**src/rtl/gcp_pkg.sv**
```systemverilog
package gcp_pkg;
  localparam int QW_W    = 128;
  localparam int ADDR_W  = 8;
  localparam int DATA_W  = 64;
  localparam int LOOP_W  = 15;
  localparam int DESC_W  = 4;
  localparam int NREG_W  = DESC_W + 1;
  localparam int PRIM_W  = 11;
  localparam int NDESC   = 1 << DESC_W;
  localparam int LIST_W  = NDESC * DESC_W;

  localparam logic [1:0] MODE_PACKED = 2'd0;

  localparam logic [ADDR_W-1:0] ADDR_PRIM  = 8'h00;
  localparam logic [ADDR_W-1:0] ADDR_COLOR = 8'h01;
  localparam logic [ADDR_W-1:0] ADDR_TEXST = 8'h02;
  localparam logic [ADDR_W-1:0] ADDR_TEXUV = 8'h03;
  localparam logic [ADDR_W-1:0] ADDR_VTXF  = 8'h04;
  localparam logic [ADDR_W-1:0] ADDR_VTX   = 8'h05;
  localparam logic [ADDR_W-1:0] ADDR_FOGV  = 8'h0A;
  localparam logic [ADDR_W-1:0] ADDR_VTXFN = 8'h0C;
  localparam logic [ADDR_W-1:0] ADDR_VTXN  = 8'h0D;

  localparam logic [31:0] Q_RESET = 32'h3F80_0000;

  typedef enum logic [DESC_W-1:0] {
    D_PRIM  = 4'h0, D_COLOR = 4'h1, D_TEXST = 4'h2, D_TEXUV = 4'h3,
    D_VTXF  = 4'h4, D_VTX   = 4'h5, D_GEN6  = 4'h6, D_GEN7  = 4'h7,
    D_GEN8  = 4'h8, D_GEN9  = 4'h9, D_FOGV  = 4'hA, D_RSVD  = 4'hB,
    D_VTXFN = 4'hC, D_VTXN  = 4'hD, D_ADDAT = 4'hE, D_SKIP  = 4'hF
  } desc_e;

  typedef enum logic [1:0] {ST_HDR, ST_PRIM, ST_BODY, ST_DROP} state_e;

  typedef struct packed {
    logic [LOOP_W-1:0] nloop;
    logic              eop;
    logic              pre;
    logic [PRIM_W-1:0] prim;
    logic [1:0]        mode;
    logic [NREG_W-1:0] nreg;
    logic [LIST_W-1:0] list;
  } hdr_t;
endpackage

```
**src/rtl/gcp_hdr_decode.sv**
```systemverilog
module gcp_hdr_decode
  import gcp_pkg::*;
(
  input  logic [QW_W-1:0] qw,
  output hdr_t            hdr
);
  logic [DESC_W-1:0] cnt_raw;
  logic              unused_hdr;

  assign cnt_raw = qw[63:60];

  always_comb begin
    hdr.nloop = qw[LOOP_W-1:0];
    hdr.eop   = qw[15];
    hdr.pre   = qw[46];
    hdr.prim  = qw[57:47];
    hdr.mode  = qw[59:58];
    // a zero count selects the full list
    hdr.nreg  = (cnt_raw == '0) ? NREG_W'(NDESC) : {1'b0, cnt_raw};
    hdr.list  = qw[64 +: LIST_W];
  end

  assign unused_hdr = ^qw[45:16];
endmodule

```
**src/rtl/gcp_seq.sv**
```systemverilog
module gcp_seq #(
  parameter int LOOP_W = 15,
  parameter int IDX_W  = 4,
  localparam int NREG_W = IDX_W + 1
) (
  input  logic              clk,
  input  logic              rst_n,
  input  logic              load,
  input  logic [LOOP_W-1:0] ld_loop,
  input  logic [NREG_W-1:0] ld_nreg,
  input  logic              step,
  output logic [IDX_W-1:0]  idx,
  output logic              loop_zero,
  output logic              last
);
  localparam logic [LOOP_W-1:0] LOOP_ONE = LOOP_W'(1);
  localparam logic [NREG_W-1:0] NREG_ONE = NREG_W'(1);

  logic [LOOP_W-1:0] cnt_q, cnt_d;
  logic [IDX_W-1:0]  idx_q, idx_d;
  logic [NREG_W-1:0] nreg_q, nreg_d;
  logic              wrap;

  assign wrap      = ({1'b0, idx_q} == (nreg_q - NREG_ONE));
  assign last      = (cnt_q == LOOP_ONE) && wrap;
  assign loop_zero = (cnt_q == '0);
  assign idx       = idx_q;

  always_comb begin
    cnt_d  = cnt_q;
    idx_d  = idx_q;
    nreg_d = nreg_q;
    if (load) begin
      cnt_d  = ld_loop;
      idx_d  = '0;
      nreg_d = ld_nreg;
    end else if (step) begin
      if (wrap) begin
        idx_d = '0;
        cnt_d = cnt_q - LOOP_ONE;
      end else begin
        idx_d = idx_q + IDX_W'(1);
      end
    end
  end

  always_ff @(posedge clk or negedge rst_n) begin
    if (!rst_n) begin
      cnt_q  <= '0;
      idx_q  <= '0;
      nreg_q <= NREG_ONE;
    end else if (load || step) begin
      cnt_q  <= cnt_d;
      idx_q  <= idx_d;
      nreg_q <= nreg_d;
    end
  end

  AST_IDX_IN_RANGE: assert property (@(posedge clk) disable iff (!rst_n)
    (cnt_q != '0) |-> ({1'b0, idx_q} < nreg_q));
  AST_LOOP_HELD: assert property (@(posedge clk) disable iff (!rst_n)
    (step && !load && !wrap) |=> (cnt_q == $past(cnt_q)) && (idx_q != '0));
endmodule

```
**src/rtl/gcp_fmt.sv**
```systemverilog
module gcp_fmt
  import gcp_pkg::*;
(
  input  logic [DESC_W-1:0] desc,
  input  logic [QW_W-1:0]   qw,
  input  logic [31:0]       q_held,
  output logic              emit,
  output logic [ADDR_W-1:0] addr,
  output logic [DATA_W-1:0] data,
  output logic              nokick,
  output logic              is_st
);
  logic              skip_bit;
  logic [DATA_W-1:0] vtxf_val;
  logic [DATA_W-1:0] vtx_val;
  logic              unused_fmt;

  assign skip_bit = qw[111];
  assign vtxf_val = {qw[107:100], qw[91:68], qw[47:32], qw[15:0]};
  assign vtx_val  = {qw[95:64], qw[47:32], qw[15:0]};

  always_comb begin
    emit  = 1'b1;
    addr  = ADDR_PRIM;
    data  = qw[DATA_W-1:0];
    is_st = 1'b0;
    case (desc_e'(desc))
      D_PRIM:  data = DATA_W'(qw[PRIM_W-1:0]);
      D_COLOR: begin
        addr = ADDR_COLOR;
        data = {q_held, qw[103:96], qw[71:64], qw[39:32], qw[7:0]};
      end
      D_TEXST: begin
        addr  = ADDR_TEXST;
        is_st = 1'b1;
      end
      D_TEXUV: begin
        addr = ADDR_TEXUV;
        data = {32'h0, 2'b00, qw[45:32], 2'b00, qw[13:0]};
      end
      D_VTXF: begin
        addr = skip_bit ? ADDR_VTXFN : ADDR_VTXF;
        data = vtxf_val;
      end
      D_VTX: begin
        addr = skip_bit ? ADDR_VTXN : ADDR_VTX;
        data = vtx_val;
      end
      D_GEN6, D_GEN7, D_GEN8, D_GEN9: addr = ADDR_W'(desc);
      D_FOGV: begin
        addr = ADDR_FOGV;
        data = {qw[107:100], 56'h0};
      end
      D_VTXFN: begin
        addr = ADDR_VTXFN;
        data = vtxf_val;
      end
      D_VTXN: begin
        addr = ADDR_VTXN;
        data = vtx_val;
      end
      D_ADDAT: addr = qw[71:64];
      default: emit = 1'b0;
    endcase
    nokick = emit && ((addr == ADDR_VTXFN) || (addr == ADDR_VTXN));
  end

  assign unused_fmt = ^qw;
endmodule

```
**src/rtl/gcp_unpacker.sv**
```systemverilog
module gcp_unpacker
  import gcp_pkg::*;
(
  input  logic              clk,
  input  logic              rst_n,
  input  logic              in_valid,
  output logic              in_ready,
  input  logic [QW_W-1:0]   in_qw,
  output logic              wr_valid,
  input  logic              wr_ready,
  output logic [ADDR_W-1:0] wr_addr,
  output logic [DATA_W-1:0] wr_data,
  output logic              wr_nokick,
  output logic              pkt_done,
  output logic              mode_unsup
);
  // reset: asserted asynchronously, released on the clock
  logic [1:0] rst_sync_q;
  logic       rst_ok;

  always_ff @(posedge clk or negedge rst_n) begin
    if (!rst_n) rst_sync_q <= 2'b00;
    else        rst_sync_q <= {rst_sync_q[0], 1'b1};
  end
  assign rst_ok = rst_sync_q[1];

  hdr_t              hdr;
  state_e            st_q, st_d;
  logic              eop_q, eop_d;
  logic [PRIM_W-1:0] prim_q, prim_d;
  logic [LIST_W-1:0] list_q, list_d;
  logic [31:0]       qv_q, qv_d;

  logic              seq_load, seq_step, seq_zero, seq_last;
  logic [DESC_W-1:0] seq_idx;
  logic [NREG_W-1:0] ld_nreg;
  logic [DESC_W-1:0] cur_desc;

  logic              f_emit, f_nk, f_st;
  logic [ADDR_W-1:0] f_addr;
  logic [DATA_W-1:0] f_data;

  gcp_hdr_decode u_hdr (.qw(in_qw), .hdr(hdr));

  gcp_seq #(.LOOP_W(LOOP_W), .IDX_W(DESC_W)) u_seq (
    .clk      (clk),
    .rst_n    (rst_ok),
    .load     (seq_load),
    .ld_loop  (hdr.nloop),
    .ld_nreg  (ld_nreg),
    .step     (seq_step),
    .idx      (seq_idx),
    .loop_zero(seq_zero),
    .last     (seq_last)
  );

  assign cur_desc = list_q[{seq_idx, 2'b00} +: DESC_W];

  gcp_fmt u_fmt (
    .desc  (cur_desc),
    .qw    (in_qw),
    .q_held(qv_q),
    .emit  (f_emit),
    .addr  (f_addr),
    .data  (f_data),
    .nokick(f_nk),
    .is_st (f_st)
  );

  always_comb begin
    st_d       = st_q;
    eop_d      = eop_q;
    prim_d     = prim_q;
    list_d     = list_q;
    qv_d       = qv_q;
    in_ready   = 1'b0;
    wr_valid   = 1'b0;
    wr_addr    = f_addr;
    wr_data    = f_data;
    wr_nokick  = 1'b0;
    pkt_done   = 1'b0;
    mode_unsup = 1'b0;
    seq_load   = 1'b0;
    seq_step   = 1'b0;
    ld_nreg    = hdr.nreg;
    case (st_q)
      ST_HDR: begin
        in_ready = rst_ok;
        if (in_valid && rst_ok) begin
          seq_load = 1'b1;
          eop_d    = hdr.eop;
          prim_d   = hdr.prim;
          list_d   = hdr.list;
          if (hdr.mode != MODE_PACKED) begin
            mode_unsup = 1'b1;
            ld_nreg    = NREG_W'(1);
            if (hdr.nloop == '0) pkt_done = hdr.eop;
            else                 st_d     = ST_DROP;
          end else if (hdr.pre) begin
            st_d = ST_PRIM;
          end else if (hdr.nloop == '0) begin
            pkt_done = hdr.eop;
          end else begin
            st_d = ST_BODY;
          end
        end
      end
      ST_PRIM: begin
        wr_valid = 1'b1;
        wr_addr  = ADDR_PRIM;
        wr_data  = DATA_W'(prim_q);
        if (wr_ready) begin
          if (seq_zero) begin
            pkt_done = eop_q;
            st_d     = ST_HDR;
          end else begin
            st_d = ST_BODY;
          end
        end
      end
      ST_BODY: begin
        in_ready  = !f_emit || wr_ready;
        wr_valid  = in_valid && f_emit;
        wr_nokick = wr_valid && f_nk;
        if (in_valid && in_ready) begin
          seq_step = 1'b1;
          if (f_st) qv_d = in_qw[95:64];
          if (seq_last) begin
            pkt_done = eop_q;
            st_d     = ST_HDR;
          end
        end
      end
      default: begin
        in_ready = 1'b1;
        if (in_valid) begin
          seq_step = 1'b1;
          if (seq_last) begin
            pkt_done = eop_q;
            st_d     = ST_HDR;
          end
        end
      end
    endcase
  end

  always_ff @(posedge clk or negedge rst_ok) begin
    if (!rst_ok) begin
      st_q   <= ST_HDR;
      eop_q  <= 1'b0;
      prim_q <= '0;
      list_q <= '0;
      qv_q   <= Q_RESET;
    end else begin
      st_q <= st_d;
      if (seq_load) begin
        eop_q  <= eop_d;
        prim_q <= prim_d;
        list_q <= list_d;
      end
      if (seq_step) qv_q <= qv_d;
    end
  end

  AST_RESET_QUIET: assert property (@(posedge clk)
    !rst_ok |-> !in_ready && !wr_valid && !pkt_done && !mode_unsup);
  AST_PRIM_FIRST: assert property (@(posedge clk) disable iff (!rst_ok)
    (st_q == ST_PRIM) |-> wr_valid && !in_ready && (wr_addr == ADDR_PRIM));
  AST_STALL_HOLD: assert property (@(posedge clk) disable iff (!rst_ok)
    (wr_valid && !wr_ready && in_valid && (st_q == ST_BODY)) |-> !in_ready);
  AST_NOKICK_ADDR: assert property (@(posedge clk) disable iff (!rst_ok)
    (wr_valid && wr_nokick) |-> ((wr_addr == ADDR_VTXFN) || (wr_addr == ADDR_VTXN)));
  AST_DROP_SILENT: assert property (@(posedge clk) disable iff (!rst_ok)
    (st_q == ST_DROP) |-> !wr_valid);
  AST_DONE_TO_HDR: assert property (@(posedge clk) disable iff (!rst_ok)
    pkt_done |=> (st_q == ST_HDR));
endmodule

```
**config.mk**
```make
export PLATFORM = sky130hd
export DESIGN_NAME = gcp_unpacker
export DESIGN_NICKNAME = d
export VERILOG_FILES = /design/src/rtl/gcp_pkg.sv /design/src/rtl/gcp_hdr_decode.sv /design/src/rtl/gcp_seq.sv /design/src/rtl/gcp_fmt.sv /design/src/rtl/gcp_unpacker.sv
export SDC_FILE = /design/constraint.sdc
export NUM_CORES = 1
export LEC_CHECK = 0
export ABC_CLOCK_PERIOD_IN_PS = 6900
export CAP_MARGIN = 20
export CELL_PAD_IN_SITES_DETAIL_PLACEMENT = 0
export CELL_PAD_IN_SITES_GLOBAL_PLACEMENT = 1
export CORE_ASPECT_RATIO = 0.5
export CORE_MARGIN = 1.5
export CORE_UTILIZATION = 38
export CTS_BUF_LIST = sky130_fd_sc_hd__clkbuf_8
export DETAILED_ROUTE_END_ITERATION = 10
export PLACE_DENSITY_LB_ADDON = 0.25
export SLEW_MARGIN = 10
export SYNTH_ARGS = -nofsm -noshare
export SYNTH_HDL_FRONTEND = slang
export SYNTH_SLANG_ARGS = --single-unit
```
**constraint.sdc**
```tcl
create_clock -name clk -period 6.9 [get_ports clk]
set_input_delay 2.07 -clock clk [delete_from_list [all_inputs] [get_ports clk]]
set_output_delay 2.07 -clock clk [all_outputs]
set_load 0.005 [all_outputs]
```
; Yosys cells after proc, flatten, opt, wreduce, memory -nomap -nowiden
; Cells that the tools add are included.
[totals]
ff_bits = 136
latch_bits = 0
ram_bits = 0
romBits = 0
inputBits = 132
output_inout_bits = 77
memories = 0
[classes]
addsub = 3
multipliers = 0
div = 0
magnitude_cmp = 0
n_eq_ne = 24
shifts = 1
mux = 50
n_bitwise = 0
n_reduce_logical = 30
[op_table]
columns = operator, count
row1 = one-hot mux 64 bit (6 select lines), 1
row2 = one-hot mux 8 bit (10 select lines), 1
row3 = two-way mux 64 bit, 1
row4 = variable part select 64 x 7 -> 4 bit, 1
row5 = two-way mux 15 bit, 3
row6 = logical NOT 15 bit, 2
row7 = "== test 4 bit, second input constant", 6
row8 = two-way mux 2 bit, 10
row9 = two-way mux 4 bit, 5
row10 = two-way mux 5 bit, 4
row11 = two-way mux 1 bit, 19
row12 = "== test 4 x 3 -> 1 bit, second input constant", 4
row13 = "== test 8 x 4 -> 1 bit, second input constant", 2
row14 = "== test 15 x 1 -> 1 bit, second input constant", 1
row15 = "subtractor 15 x 1 -> 15 bit, second input constant", 1
row16 = OR reduction 14 bit, 1
row17 = "== test 4 x 2 -> 1 bit, second input constant", 2
row18 = logical NOT 4 bit, 2
row19 = two-way mux 8 bit, 1
row20 = logical AND 1 bit, 6
row21 = "inequality test 2 bit, second input constant", 3
row22 = "inequality test 3 bit, second input constant", 2
row23 = one-hot mux 1 bit (3 select lines), 2
row24 = one-hot mux 2 bit (3 select lines), 1
row25 = other kinds (18), 27

; Logic depth before layout (Yosys ltp)
; Gate-level depths: netlist of the first run.
[depth]
ltp_word = 11
ltp_mapped = 11
depth_no_buf = 9

; Modules after synthesis
; A second synthesis of the first run with hierarchy kept.
[unflattened]
cells_unflattened = 1025
hier_area_um2 = 9251.4
[modules_own_cells]
columns = module, n_inst, cells_each, area_per_inst_um2
row1 = gcp_unpacker, 1, 549, 5464.0
row2 = gcp_fmt, 1, 222, 1626.6
row3 = gcp_seq, 1, 155, 1427.6
row4 = gcp_hdr_decode, 1, 99, 733.2

; Worst setup path after synthesis of the first run
; Ideal clock, no wire load.
[synth_path]
path_type = reg2out
startpoint = register rst_sync_q[1]
endpoint = output port pkt_done
arrival_ps = 4413
t_required_ps = 4830
slack_ps = 417
stages_incl_launch_ff = 6
cell_sequence = dfrtp_1 -> and3_1 -> clkbuf_1 -> clkbuf_1 -> a311oi_1 -> a21oi_1
[synth_between]
elab_chain_cells = 3
[synth_lines]
columns = element, line_no
row1 = start: declaration, gcp_unpacker.sv:18  ; logic [1:0] rst_sync_q;
row2 = start signal: assignment, gcp_unpacker.sv:23  ; else rst_sync_q <= {rst_sync_q[0], 1'b1};
row3 = logical AND 1 bit, gcp_unpacker.sv:89  ; if (in_valid && rst_ok) begin
row4 = two-way mux 1 bit, gcp_unpacker.sv:89
row5 = one-hot mux 1 bit (3 select lines), gcp_unpacker.sv:86  ; case (st_q)
row6 = end: declaration, gcp_unpacker.sv:14  ; output logic pkt_done,
; Every way passes these cells.

; Final worst setup path of the first run
[layout_path]
startpoint = input port in_qw[69]
endpoint = output port wr_nokick
[layout_between]
elab_chain_cells = 6
elab_cells_between_ends = 7
[layout_lines]
columns = element, line_no
row1 = start: declaration, gcp_unpacker.sv:8  ; input logic [QW_W-1:0] in_qw,
row2 = one-hot mux 8 bit (10 select lines) *, gcp_fmt.sv:27  ; case (desc_e'(desc))
row3 = == test 8 x 4 -> 1 bit, gcp_fmt.sv:65  ; nokick = emit && ((addr == ADDR_VTXFN) || (addr == ADDR_VTXN));
row4 = logical OR 1 bit *, gcp_fmt.sv:65
row5 = logical AND 1 bit *, gcp_fmt.sv:65
row6 = logical AND 1 bit *, gcp_unpacker.sv:124  ; wr_nokick = wr_valid && f_nk;
row7 = two-way mux 1 bit *, gcp_unpacker.sv:86
row8 = end: declaration, gcp_unpacker.sv:13  ; output logic wr_nokick,
; Every way passes the cells marked *; elsewhere a longest branch is shown, timed or not.

==> metrics.md, run 1 <==
| Metric | Value |
|---|---|
| Fraction of layout cells with a size suffix above 1 | `about an eighth` |
| Met2 Usage GRT | `40.87%` |
| Post-Route Setup TNS | `0 ns` |
| Simple-gate share of the synthesized area | `21.45%` |
| Max-cap violations | `0` |
| Vias per cell | `5.721` |
| Synth area leaders | `dfrtp_1 40%, nand2_1 13%, a222oi_1 6.0%` |
| Met1 usage | `between 30 and 40%` |
| RSZ-0062 raised after global routing | `false` |
| Finished Layout Cells | `between 1000 and 1500` |
| CP max FO | `4` |
| Final Power | `0.006338 W` |
| Cts hold-fix bufs | `0` |
| Hold Vio Cnt, Final | `0` |
| Yosys top cell by area | `dfrtp_1` |
| Mean Syn Cell Area | `9.121 um^2` |
| Yosys warning total | `0` |
| HPWL Detailed | `21.15 mm` |
| Cells after DPL | `1315` |
| Ys flop type | `dfrtp_1` |
| Gr busiest metal | `met2` |
| Port bufs | `around 210` |
| Final setup vio count | `0` |
| Clk buf depth | `2` |
| Synth top area share | `40.09%` |
| Layout area overhead | `33.73%` |
| Worst R2R End | `qv_q[14]` |
| Most frequent cells after synthesis | `274 x nand2_1, 128 x dfrtp_1, 68 x nor2_1` |
| WL final | `29.07 mm` |
| Net Switching | `between 0.002 and 0.003 W` |
| FILL cells | `roughly 1900` |
| Worst r2r src | `u_seq.idx[1]` |
| Number of synthesized register bits | `136` |
| Slew HR | `28.59%` |
| Post-CTS Setup Repair Bufs | `0` |
| Worst IR Drop VDD | `0.0002515 V` |
| H-tree depth | `4` |
| Int Power | `0.003610 W` |
| CTS tree | `built` |
| Global Route met3 Usage | `5.810%` |
| Crit share post-route | `around 96%` |
| GRT Util Overall | `26.83%` |
| Clk pin slew, worst setup/hold paths | `~0.090 ns` |
| Post-synthesis mux area share | `12.70%` |
| Nets@finish | `1201` |
| Ant diodes | `0` |
| Minimum clock period | `6.612 ns` |
| Largest net degree at the start of global routing | `103` |
| ANT nets after route | `0` |
| Iter 0 DRT Violations | `about 800` |
| Initial DRT Pass Iterations | `7` |
| GRT overflow | `0` |
| TritonCTS buffer count | `17` |
| Net Sw Frac | `43.04%` |
| Drt drc | `0` |
| Initial antenna violation count | `0` |
| Pwr Density | `593.1 nW/um^2` |
| IO Pins | `209` |
| Most common cell in the netlist | `nand2_1` |
| Die width | `between 200 and 250 um` |
| Startpoint Class | `input port` |
| R2R depth | `8` |
| Asr flop ratio synth | `100.0%` |
| Adder-cell area share of the yosys netlist | `1.253%` |
| Max Freq | `151.2 MHz` |
| Initial Util | `38.79%` |
| Sequential share of power | `21.4%` |
| Clk root buf | `clkbuf_8` |
| Final setup skew | `around 0.018 ns` |
| Gpl congestion | `about 0.90` |
| Post-Syn Instances | `876` |
| Leak | `4.711 nW` |
| R2R setup slack | `2.85 ns` |
| Post-synth EDFFs | `0` |
| DR WL/cell | `about 22 um` |
| Clock network fraction of design power | `about a tenth` |
| Largest family of logic cells by synthesized area | `simple AND/OR/NAND/NOR gates` |
| Endpoint class of the critical path | `output pin` |
| XOR/XNOR Fraction of Synth Area | `1.863%` |
| WP data required | `4.83 ns` |
| Worst Tran Pin Value | `between 1 and 1.5 ns` |
| Post_cts resized | `0` |
| Max-slew violation count | `0` |
| Die ar. | `21960 um^2` |
| Arrival @ worst endpoint | `4.54 ns` |
| Synth Net Count | `1016` |
| Die H | `105.5 um` |
| Crit Path Class | `input port to output pin` |
| Global-route wire length before repair | `44.52 mm` |
| Gate power share | `between 60 and 70%` |
| Core area | `20600 um^2` |
| Num Clock Sinks | `136` |
| Worst-Skew Late Latency | `0.47 ns` |
| Worst hold-check path type | `register to async pin` |
| Status | `finished, final reports clean` |
| Share of the yosys chip area belonging to registers | `a little over two fifths` |
| Post-synthesis cell area | `7990 um^2` |
| Vias in the first global route | `7337` |
| Vias | `7701` |
| Distinct cells, synth | `63` |
| Synth Area in Compound Gates | `15.38%` |
| FP Rows | `37` |
## per-stage QoR
step	worst slack, ns	area (um^2)	utilization, %	hold WS, ns
finish	0.2882	10690	51.87	0.3291
floorplan	0.4173	7990	-	0.3312
global placement	0.3165	10320	50.08	0.3260
detailed placement	0.3181	10320	50.08	0.3307
CTS	0.3060	10690	51.87	0.3501
global route	0.1611	10690	51.87	0.3876
## routing by layer
metal	vias up	part of all wire [%]	wire, um
li1	3502	-	-
met1	3884	47	13580
met2	290	45	13120
met3	25	6.9	1994
met4	0	1.3	386
met5	-	0	0
## registers in the layout, summed over array words and instances, names as in the netlist
name and flops:
list_q 64, qv_q 32, u_seq.cnt_q 15, prim_q 11, u_seq.nreg_q 5, u_seq.idx 4
rst_sync_q 2, st_q 2, eop_q 1
## cell type report
cell class              count  area, um^2  share of cell area (%)
clock buffers              19       261.5                   2.447
clock inverters            12       106.4                  0.9953
inverters                  17       63.81                  0.5972
multi-input cells         660        4230                   39.59
flip-flops and latches    136        3417                   31.98
well taps                 273       341.6                   3.197
repair buffers            229        2265                   21.19
## power by group through the flow
stage	registers, W	clock network [W]	logic (W)
2_1_floorplan	0.00129	0	0.00236
3_3_place_gp	0.00136	0	0.00428
3_5_place_dp	0.00137	0	0.00429
4_1_cts	0.00136	0.000654	0.00431
5_1_grt	0.00140	0.000690	0.00463
6_report	0.00136	0.000643	0.00434
## layout by cell type (no fill, tap or decap), types with 3 or more instances in the layout
master	synthesis	routed
mux2_2	28	28
nor2_1	68	67
a22oi_1	6	6
or3_1	3	3
clkinvlp_4	0	4
nor3_1	12	12
a31oi_1	4	4
and4_1	3	3
or4_1	4	4
a21oi_1	19	19
clkdlybuf4s50_1	0	208
buf_4	0	19
or2_2	3	3
mux4_1	5	5
xnor2_1	15	15
nand3_1	15	14
dfrtp_1	128	127
a222oi_1	48	48
inv_1	17	20
o21ai_0	33	33
o221ai_1	4	4
clkbuf_8	0	19
o2bb2ai_1	8	8
mux4_2	11	11
nor4_1	11	11
dfstp_2	8	8
a21o_1	3	3
ha_1	8	7
nor2b_1	4	4
mux2_4	20	20
nand2_1	274	274
a22o_1	10	10
## how the worst max path moves through the flow
stage	cells after the start	endpoint	from	slack [ns]
after detailed placement	5	wr_nokick	in_qw[69]	0.32
after CTS	5	wr_nokick	in_qw[69]	0.31
after floorplan	5	pkt_done	rst_sync_q[1]	0.42
final	5	wr_nokick	in_qw[69]	0.29
after global placement	5	wr_nokick	in_qw[69]	0.32
after global routing	10	wr_data[10]	u_seq.idx[0]	0.16
## critical path, stage by stage
cell,delay [ns]
clkdlybuf4s50_1,0.45
or4_1,0.52
or4_1,0.44
a2111oi_0,0.46
clkdlybuf4s50_1,0.59
## cell families (layout without fill, tap and decap cells)
kind of cell | Yosys count | in the layout
compound gates | 157 | 157
xor+xnor | 17 | 17
fa+ha+maj | 8 | 8
buf+inv | 80 | 277
flops | 136 | 136
mux | 66 | 66
other cells | 1 | 1
simple gates | 411 | 411
No activity file was read; power rests on OpenSTA's default activity.
==> run 2: changes to the inputs <==
--- a/config.mk
+++ b/config.mk
@@ -11,10 +11,10 @@
 export CELL_PAD_IN_SITES_GLOBAL_PLACEMENT = 1
 export CORE_ASPECT_RATIO = 0.5
 export CORE_MARGIN = 1.5
-export CORE_UTILIZATION = 38
-export CTS_BUF_LIST = sky130_fd_sc_hd__clkbuf_8
+export CORE_UTILIZATION = 37
 export DETAILED_ROUTE_END_ITERATION = 10
 export PLACE_DENSITY_LB_ADDON = 0.25
+export SKIP_CTS_REPAIR_TIMING = 1
 export SLEW_MARGIN = 10
 export SYNTH_ARGS = -nofsm -noshare
 export SYNTH_HDL_FRONTEND = slang
==> metrics.md, run 2 (synthesis results as in run 1) <==
| Metric | Value |
|---|---|
| Max-slew violation count | `0 (unchanged)` |
| Status | `finished, final reports clean` |
| CP Cell Sequence | `buf_4 -> buf_4 -> mux4_1 -> nand2_1 -> nand4_2 -> nor2_1 -> and3_2 -> buf_4 -> nand2_1 -> o221ai_1 -> clkdlybuf4s50_1` |
| Int Power | `0.003943 W (+9.2%)` |
| Endpoint class of the critical path | `output pin` |
| Worst-Skew Late Latency | `0.44 ns (-0.03 ns)` |
| Max-cap violations | `0 (unchanged)` |
| Biggest register | `list_q` |
| Final setup skew | `0.01002 ns (-0.008480 ns)` |
| Pwr Density | `612.2 nW/um^2 (+3.2%)` |
| Largest net degree at the start of global routing | `98 (-4.9%)` |
| Net Switching | `0.002792 W (+2.3%)` |
| Clk pin slew, worst setup/hold paths | `0.06 ns (-0.03 ns)` |
| Crit share post-route | `95.97% (+0.15 points)` |
| Ant diodes | `0 (unchanged)` |
| Slowest cell on the critical path | `mux4_1` |
| TritonCTS buffer count | `17 (unchanged)` |
| ANT nets after route | `0 (unchanged)` |
| GRT Util Overall | `26.28% (-0.55 points)` |
| Gate power share | `65.5% (-2.9 points)` |
| DR WL/cell | `21.22 um (-1.8%)` |
| Worst IR Drop VDD | `0.0003165 V (+26%)` |
| Slew HR | `28.69% (+0.10 points)` |
| Num Clock Sinks | `136 (unchanged)` |
| Layout area overhead | `37.69%` |
| Most frequent cells in the layout | `274 x nand2_1, 208 x clkdlybuf4s50_1, 126 x dfrtp_1` |
| Port bufs | `208 (unchanged)` |
| Clock network fraction of design power | `14.2% (+4.1 points)` |
| Net Sw Frac | `41.45% (-1.6 points)` |
| Sequential share of power | `20.4% (-1.0 points)` |
| Core area | `20880 um^2 (+1.3%)` |
| Startpoint Class | `register` |
| Worst hold-check path type | `register to async pin` |
| Initial Util | `38.27% (-0.52 points)` |
| Initial DRT Pass Iterations | `8 (+1)` |
| Clk buf depth | `2 (unchanged)` |
| Vias per cell | `5.632 (-1.6%)` |
| Fraction of layout cells with a size suffix above 1 | `13.30% (+0.99 points)` |
| Critical Path Max Stage Delay | `0.65 ns (+0.06 ns)` |
| FILL cells | `1959 (+0.77%)` |
| Clk root buf | `clkbuf_16` |
| Worst Tran Pin Value | `1.070 ns (-0.001508 ns)` |
| Iter 0 DRT Violations | `857 (+7.5%)` |
| RSZ-0062 raised after global routing | `false` |
| Hold Vio Cnt, Final | `0 (unchanged)` |
| FP Rows | `37 (unchanged)` |
| Final setup vio count | `0 (unchanged)` |
| Top delay family on crit path | `buffers and inverters` |
| Die width | `210.8 um (+1.3%)` |
| Arrival @ worst endpoint | `4.55 ns (about the same)` |
| Die ar. | `22540 um^2 (+2.6%)` |
| Vias in the first global route | `7476 (+1.9%)` |
| WP data required | `4.83 ns (about the same)` |
| Hold WS | `0.3429 ns (+0.01381 ns)` |
| Minimum clock period | `6.622 ns (+0.01013 ns)` |
| Max reg flops | `64 (unchanged)` |
| Commonest non-fill, non-tap cell in the layout | `nand2_1` |
| Crit path buf inv count | `4 (+2)` |
| CP dominant cell by count | `buf_4` |
| IO Pins | `209 (unchanged)` |
| Initial antenna violation count | `0 (unchanged)` |
| Drt drc | `0 (unchanged)` |
| Vias | `7744 (+0.56%)` |
| H-tree depth | `4 (unchanged)` |
| Leak | `4.849 nW (+2.9%)` |
| CTS tree | `built` |
| GRT overflow | `0 (unchanged)` |
| Global-route wire length before repair | `44.35 mm (-0.37%)` |
| Crit Path Class | `register to output pin` |
| Die H | `106.9 um (+1.3%)` |
| Nets@finish | `1210 (+0.75%)` |
| Max Freq | `151.0 MHz (-0.15%)` |
| WL final | `29.18 mm (+0.35%)` |
| CP max FO | `36 (+32)` |
| HPWL Detailed | `21.13 mm (-0.13%)` |
| R2R setup slack | `3.13 ns (+0.28 ns)` |
| Gpl congestion | `0.8607 (-4.9%)` |
| Post-Route Setup TNS | `0 ns (unchanged)` |
| Final Power | `0.006735 W (+6.3%)` |
| Top Registers | `list_q x64, qv_q x32, u_seq.cnt_q x15` |
## run 2: cell count changes in the layout (fill, tap and decap cells not counted), sizes merged
cell and delta:
buf +9, bufinv +2, inv -2, clkinv +1
## run 2: worst paths after layout
path / startpoint / end / cells after the start
min reg2reg: rst_sync_q[1] / qv_q[9] / 0
max in group asynchronous: rst_n / rst_sync_q[1] / 1
min in group clk: rst_sync_q[0] / rst_sync_q[1] / 0
min: rst_sync_q[1] / qv_q[9] / 0
max reg2reg: u_seq.idx[0] / qv_q[12] / 8
max: u_seq.idx[0] / wr_data[9] / 11
## run 2: power groups by stage
stage	logic, W	clock network [W]	registers (W)
after global routing	0.00473	0.00100	0.00141
final	0.00441	0.000954	0.00137
after detailed placement	0.00433	0	0.00138
after floorplan	0.00236	0	0.00129
after global placement	0.00431	0	0.00136
after CTS	0.00435	0.000966	0.00136
## run 2: stage by stage
step	setup WS, ns	instance area, um^2	std cells	util, %
floorplan	0.4173	7990	876	-
global placement	0.3637	10370	1340	49.69
detailed placement	0.3876	10370	1340	49.69
CTS	0.2857	10980	1372	52.58
global route	0.05524	11000	1375	52.69
finish	0.2781	11000	1375	52.69
## run 2: final cells by class
| class | instances | area (um^2) | area share [%] |
|---|---|---|---|
| clock buffers | 19 | 432.9 | 3.935 |
| clock inverters | 13 | 171.4 | 1.558 |
| inverters | 17 | 63.81 | 0.5800 |
| multi-input cells | 660 | 4230 | 38.45 |
| flip-flops and latches | 136 | 3418 | 31.07 |
| well taps | 292 | 365.4 | 3.321 |
| repair buffers | 238 | 2320 | 21.08 |
## run 2: per-layer routing
metal  global-route usage (%)  part of all wire [%]  up-vias
met3                    5.243                   6.9       25
met2                    39.46                    45      286
met4                    7.704                   1.4        0
met1                    38.24                    46     3896
met5                        0                     0        -
li1                         -                     -     3537
